### src/rtl/aud_dma_pkg.sv
package aud_dma_pkg;
  localparam int SEL_W = 3;
  localparam logic [SEL_W-1:0] SEL_ADDR = 3'd0;
  localparam logic [SEL_W-1:0] SEL_LEN  = 3'd1;
  localparam logic [SEL_W-1:0] SEL_STAT = 3'd2;
  localparam logic [SEL_W-1:0] SEL_RATE = 3'd3;
  localparam logic [SEL_W-1:0] SEL_BITS = 3'd4;
  // status word bit positions
  localparam int ST_FULL_HI = 31;
  localparam int ST_BUSY    = 30;
  localparam int ST_FULL_LO = 0;
  // low address/length bits forced to zero (8-byte granularity)
  localparam int ALIGN_BITS = 3;
endpackage

### src/rtl/aud_desc_store.sv
module aud_desc_store #(
  parameter int AW = 24,
  parameter int LW = 18
) (
  input  logic          clk,
  input  logic          rst,
  input  logic          push,
  input  logic          pop,
  input  logic [AW-1:0] in_addr,
  input  logic [LW-1:0] in_len,
  output logic [AW-1:0] head_addr,
  output logic [LW-1:0] head_len
);
  localparam int SLOTS = 2;
  localparam int EW    = AW + LW;

  logic [EW-1:0] slot_mem [SLOTS];
  logic          wr_ptr;
  logic          rd_ptr;

  // storage: no reset, plain indexed write
  always_ff @(posedge clk) begin
    if (push) slot_mem[wr_ptr] <= {in_addr, in_len};
  end

  always_ff @(posedge clk) begin
    if (rst) begin
      wr_ptr <= 1'b0;
      rd_ptr <= 1'b0;
    end else begin
      if (push) wr_ptr <= ~wr_ptr;
      if (pop)  rd_ptr <= ~rd_ptr;
    end
  end

  assign {head_addr, head_len} = slot_mem[rd_ptr];
endmodule

### src/rtl/aud_q_ctrl.sv
module aud_q_ctrl (
  input  logic clk,
  input  logic rst,
  input  logic push_req,
  input  logic done,
  input  logic irq_ack,
  output logic push_ok,
  output logic pop,
  output logic full,
  output logic busy,
  output logic irq
);
  logic [1:0] count_q;
  logic [1:0] count_n;

  assign push_ok = push_req && !full;
  assign pop     = done && busy;

  always_comb begin
    count_n = count_q;
    if (push_ok && !pop)      count_n = count_q + 2'd1;
    else if (pop && !push_ok) count_n = count_q - 2'd1;
  end

  always_ff @(posedge clk) begin
    if (rst) begin
      count_q <= 2'd0;
      full    <= 1'b0;
      busy    <= 1'b0;
      irq     <= 1'b0;
    end else begin
      count_q <= count_n;
      full    <= (count_n == 2'd2);
      busy    <= (count_n != 2'd0);
      if (pop)          irq <= 1'b1;
      else if (irq_ack) irq <= 1'b0;
    end
  end
endmodule

### src/rtl/aud_rate_gen.sv
module aud_rate_gen #(
  parameter int RW = 14,
  parameter int BW = 4
) (
  input  logic          clk,
  input  logic          rst,
  input  logic          rate_we,
  input  logic [RW-1:0] rate_in,
  input  logic          bits_we,
  input  logic [BW-1:0] bits_in,
  output logic [RW-1:0] rate_q,
  output logic [BW-1:0] bits_q,
  output logic          tick
);
  logic [RW-1:0] div_cnt;

  always_ff @(posedge clk) begin
    if (rst) begin
      rate_q  <= '0;
      bits_q  <= '0;
      div_cnt <= '0;
      tick    <= 1'b0;
    end else begin
      if (bits_we) bits_q <= bits_in;
      if (rate_we) begin
        rate_q  <= rate_in;
        div_cnt <= '0;
        tick    <= 1'b0;
      end else if (div_cnt == rate_q) begin
        div_cnt <= '0;
        tick    <= 1'b1;
      end else begin
        div_cnt <= div_cnt + 1'b1;
        tick    <= 1'b0;
      end
    end
  end
endmodule

### src/rtl/aud_dma_queue.sv
module aud_dma_queue
  import aud_dma_pkg::*;
#(
  parameter int DW = 32,
  parameter int AW = 24,
  parameter int LW = 18,
  parameter int RW = 14,
  parameter int BW = 4
) (
  input  logic             clk,
  input  logic             rst,
  input  logic             wr_en,
  input  logic [SEL_W-1:0] wr_sel,
  input  logic [DW-1:0]    wr_data,
  input  logic [SEL_W-1:0] rd_sel,
  output logic [DW-1:0]    rd_data,
  output logic             cur_valid,
  output logic [AW-1:0]    cur_addr,
  output logic [LW-1:0]    cur_len,
  input  logic             done,
  output logic             irq,
  output logic [BW-1:0]    bit_rate,
  output logic             sample_tick
);
  logic [AW-1:0] addr_q;
  logic [LW-1:0] len_q;
  logic [LW-1:0] len_in;
  logic          len_wr, push_ok, pop, q_full, q_busy;
  logic [RW-1:0] rate_q;
  logic [DW-1:0] status_w;
  wire           unused_hi = &wr_data[DW-1:AW];

  assign len_wr = wr_en && (wr_sel == SEL_LEN);
  assign len_in = {wr_data[LW-1:ALIGN_BITS], {ALIGN_BITS{1'b0}}};

  always_ff @(posedge clk) begin
    if (rst) begin
      addr_q <= '0;
      len_q  <= '0;
    end else begin
      if (wr_en && wr_sel == SEL_ADDR)
        addr_q <= {wr_data[AW-1:ALIGN_BITS], {ALIGN_BITS{1'b0}}};
      if (push_ok) len_q <= len_in;
    end
  end

  aud_q_ctrl u_ctrl (
    .clk      (clk),
    .rst      (rst),
    .push_req (len_wr),
    .done     (done),
    .irq_ack  (wr_en && wr_sel == SEL_STAT),
    .push_ok  (push_ok),
    .pop      (pop),
    .full     (q_full),
    .busy     (q_busy),
    .irq      (irq)
  );

  aud_desc_store #(.AW(AW), .LW(LW)) u_store (
    .clk       (clk),
    .rst       (rst),
    .push      (push_ok),
    .pop       (pop),
    .in_addr   (addr_q),
    .in_len    (len_in),
    .head_addr (cur_addr),
    .head_len  (cur_len)
  );

  aud_rate_gen #(.RW(RW), .BW(BW)) u_rate (
    .clk     (clk),
    .rst     (rst),
    .rate_we (wr_en && wr_sel == SEL_RATE),
    .rate_in (wr_data[RW-1:0]),
    .bits_we (wr_en && wr_sel == SEL_BITS),
    .bits_in (wr_data[BW-1:0]),
    .rate_q  (rate_q),
    .bits_q  (bit_rate),
    .tick    (sample_tick)
  );

  assign cur_valid = q_busy;

  always_comb begin
    status_w             = '0;
    status_w[ST_FULL_HI] = q_full;
    status_w[ST_BUSY]    = q_busy;
    status_w[ST_FULL_LO] = q_full;
  end

  always_ff @(posedge clk) begin
    if (rst) rd_data <= '0;
    else begin
      case (rd_sel)
        SEL_ADDR: rd_data <= DW'(addr_q);
        SEL_LEN:  rd_data <= DW'(len_q);
        SEL_STAT: rd_data <= status_w;
        SEL_RATE: rd_data <= DW'(rate_q);
        SEL_BITS: rd_data <= DW'(bit_rate);
        default:  rd_data <= '0;
      endcase
    end
  end
endmodule

### config.mk
export PLATFORM = sky130hd
export DESIGN_NAME = aud_dma_queue
export DESIGN_NICKNAME = d
export VERILOG_FILES = /design/src/rtl/aud_dma_pkg.sv /design/src/rtl/aud_desc_store.sv /design/src/rtl/aud_q_ctrl.sv /design/src/rtl/aud_rate_gen.sv /design/src/rtl/aud_dma_queue.sv
export SDC_FILE = /design/constraint.sdc
export NUM_CORES = 1
export LEC_CHECK = 0
export BUFFER_PORTS_ARGS = -buffer_cell sky130_fd_sc_hd__buf_2
export CORE_MARGIN = 2
export CORE_UTILIZATION = 56
export CTS_CLUSTER_SIZE = 8
export DETAILED_ROUTE_END_ITERATION = 10
export GPL_TIMING_DRIVEN = 0
export HOLD_SLACK_MARGIN = 0.08
export PLACE_DENSITY_LB_ADDON = 0.25
export SYNTH_ARGS = -nofsm -noshare
export SYNTH_HDL_FRONTEND = slang
export SYNTH_HIERARCHICAL = 1
export SYNTH_SLANG_ARGS = --single-unit
### constraint.sdc
create_clock -name clk -period 4.5 [get_ports clk]
set_clock_uncertainty 0.2 [all_clocks]
set_input_delay 0 -clock clk [delete_from_list [all_inputs] [get_ports clk]]
set_output_delay 0 -clock clk [all_outputs]
set_load 0.01 [all_outputs]
==> impl_results.md <==
* Outcome: finished clean
* Total gr overflow at 0
* I/O pin count at approximately 120
* CP cell instances: dlygate4sd3_1 > buf_2 > nor4b_2 > dlygate4sd3_1 > buf_2 > nand2_1 > dlygate4sd3_1 > a21oi_1 > dlygate4sd3_1
* Setup TNS at 0 ps
* Synthesized area per cell at ~13 µm²
* GRT Total Usage at between 20 and 25%
* CP required at roughly 4700 ps
* Fraction of registers with async set/reset at 0%
* Initial antenna violation count at 0
* Nets at 817
* VDD IR-drop max at 0.170 mV
* Dpl hpwl at 10700 µm
* Clk buf depth at 2
* Height of the chip at about 120 µm
* Vias in the first global route at around 5000
* Critical-path top delay cell: dlygate4sd3_1
* Mapped Cells at 580
* Hold Path Class: primary input to flop
* # Max-Cap Violations at 0
* Startpoint Class: primary input
* WL per Instance at between 15 and 20 µm
* Via density at 5.14
* Initial Utilization at 56.9%
* Clk slew on worst S/H paths at 60 ps
* Post-synth EDFFs at 84
* Clock power share at around two fifths
* Register bit total from synthesis at 187
* Via count at 4952
* Antenna Nets Post-Route at 0
* Drt total wl at about 16000 µm
* Die area at about 14000 µm²
* H-tree levels at 4
* GP Congestion at about 0.8
* FMAX at between 300 and 400 MHz
* Fill cells at around 920
* Dominant synthesized flop cell: dfxtp_1
* Clock latency on the worst-skew pair at about 430 ps
* Flop pwr share at between 50% and 60%
* DR iter-0 viols at approximately 350
* Final hold viol count at 0
* Net Sw Frac at 21.9%
* Setup bufs post-CTS at 0
* Core area at 13100 µm²
* Root buf cell: clkbuf_16
* PD cells at approximately 380 nW/µm²
* Mapped Area at between 7000 and 8000 µm²
* Rows at 42
* Kind of critical path: primary input to flop
* Max incr delay on CP at between 600 and 700 ps
* Place WS at 2460 ps
* Synth top area cells: edfxtp_1 34%, dfxtp_1 28%, mux2_4 8.0%, mux2i_1 6.4%, nand2_1 3.1%
* Critical path buffers and inverters at 6
* Port bufs at 107
* Psw at 0.785 mW
* Measured slew at the worst slew-check pin at 755 ps
* CTS tree: done
* Int Pwr at between 2 and 3 mW
* CP endpoint kind: flop
* Comb power frac at a little under a tenth
* Share of post-route cells with drive strength above 1 at about 29%
* Max transition margin at just under 50%
* Hold Slack at between 100 and 150 ps
* Commonest non-fill, non-tap cell in the layout: buf_2
* DRC violations left at 0
* Largest net degree at the start of global routing at 36
* Critical path's top delay family: buffers and inverters
* Post-synth top area cell: edfxtp_1
* Sequential fraction of the synthesis area at 61.4%
* Share of the synthesized area in the top cell type at 33.8%
* Warnings from Yosys at 6
* LEAKAGE at 3.65 nW
* Number of CTS-inserted buffers at 17
* # clock sinks at between 150 and 200
* Post-layout min period at 3300 ps
* First-pass GRT wire length at roughly 25000 µm
* Critical path peak fanout at 10
* Final setup margin at between 1000 and 1500 ps
* Layout area overhead at 25.7%
* Cell variety after synth at 53
* Final Max Slew Viols at 0
* RSZ-0062 raised after global routing: no
* Most frequent cells in the layout: 116 x buf_2, 103 x dfxtp_1, 84 x edfxtp_1
* Tcrit/Tclk final at ~73%
* TritonRoute pass-1 iters at 5
* Die Span X at about 120 µm
* Diode count at 0
* CP most frequent cell: dlygate4sd3_1
* Worst EP arrival at ~3500 ps
* # setup viols final at 0
==> metal layers <==
| layer | up-vias | track usage (%) | routed length [µm] |
|---|---|---|---|
| met5 | - | 0 | 0 |
| met4 | 0 | 8.75 | 313 |
| met3 | 29 | 5.04 | 964 |
| met2 | 157 | 38.2 | 7730 |
| met1 | 2364 | 30.0 | 6850 |
| li1 | 2402 | - | - |
==> repair_timing <==
| action | 4_1_cts | 5_1_grt |
|---|---|---|
| hold buffers | 49 | 0 |
| hold endpoints to repair | 118 | 0 |
| resized for setup | 0 | 0 |
==> final timing paths <==
check,start,endpoint,slack [ps],cells past startpoint
max,wr_sel[0],addr_q[23]$_SDFFE_PP0P_,1200,9
min,wr_data[15],u_store/slot_mem[0][15]$_DFFE_PP_,130,2
max reg2reg,u_rate/div_cnt[6]$_SDFF_PP0_,u_rate/div_cnt[4]$_SDFF_PP0_,2620,5
min reg2reg,addr_q[13]$_SDFFE_PP0P_,addr_q[13]$_SDFFE_PP0P_,290,2
==> stage by stage <==
| stage | util [%] | total power, mW | cell area [µm²] | cells |
|---|---|---|---|---|
| 2_1_floorplan | - | 2.06 | 7530 | 597 |
| 3_3_place_gp | 63.1 | 2.15 | 8290 | 880 |
| 3_5_place_dp | 63.5 | 2.16 | 8340 | 882 |
| 4_1_cts | 71.5 | 3.60 | 9390 | 963 |
| 5_1_grt | 71.5 | 3.70 | 9390 | 963 |
| 6_report | 71.5 | 3.59 | 9390 | 963 |
==> area by class of cell <==
cell class                      instances  area (µm²)  share of cell area [%]
Sequential cell                       187        4580                    48.8
Timing Repair Buffer                  158        1070                    11.3
Inverter                                4        17.5                   0.186
Multi-Input combinational cell        370        2670                    28.4
Buffer                                 36         275                    2.93
Clock inverter                          9        96.3                    1.03
Clock buffer                           23         468                    4.98
Tap cell                              176         220                    2.34
==> cell families (layout without fill, tap and decap cells) <==
kind of cell	after synthesis	count (layout)	synth area share (%)
compound gates	44	44	3.40
xor+xnor	28	28	3.38
fa+ha+maj	1	1	0.167
buf+inv	40	230	3.92
flops	187	187	61.4
mux	91	91	14.9
other cells	1	18	0.0502
simple gates	188	188	12.8
==> state kept, by name (all words and copies together), names as in the netlist, named ones only <==
name and cells:
u_store/slot_mem 84, rd_data 26, addr_q 21, len_q 15, u_rate/div_cnt 14, u_rate/rate_q 14, u_rate/bits_q 4, u_ctrl/count_q 2
u_ctrl/busy 1, u_ctrl/full 1, u_ctrl/irq 1, u_rate/tick 1, u_store/rd_ptr 1, u_store/wr_ptr 1
==> cells in the mapped netlist (all sizes together) (2+ instances only) <==
library cell and count:
nor2b 3, a21oi 34, and3 8, and4 2
a32oi 2, and4b 2, dfxtp 103, xor2 6
clkbuf 10, inv 4, nor3 17, mux2i 48
nand2b 2, edfxtp 84, or2 13, and2 5
nand3 8, nand2 62, mux2 43, nor2 49
nor4 2, nor3b 3, a221oi 2, nand4 6
or3 2, o21ai 4, xnor2 22, buf 26
==> power by group through the flow <==
stage / registers [mW] / clock network, mW / logic, mW
2_1_floorplan: 1.86 / 0 / 0.203
3_3_place_gp: 1.86 / 0 / 0.294
3_5_place_dp: 1.86 / 0 / 0.303
4_1_cts: 1.83 / 1.45 / 0.331
5_1_grt: 1.83 / 1.51 / 0.356
6_report: 1.83 / 1.43 / 0.331
Power figures use the tool's default switching activity.
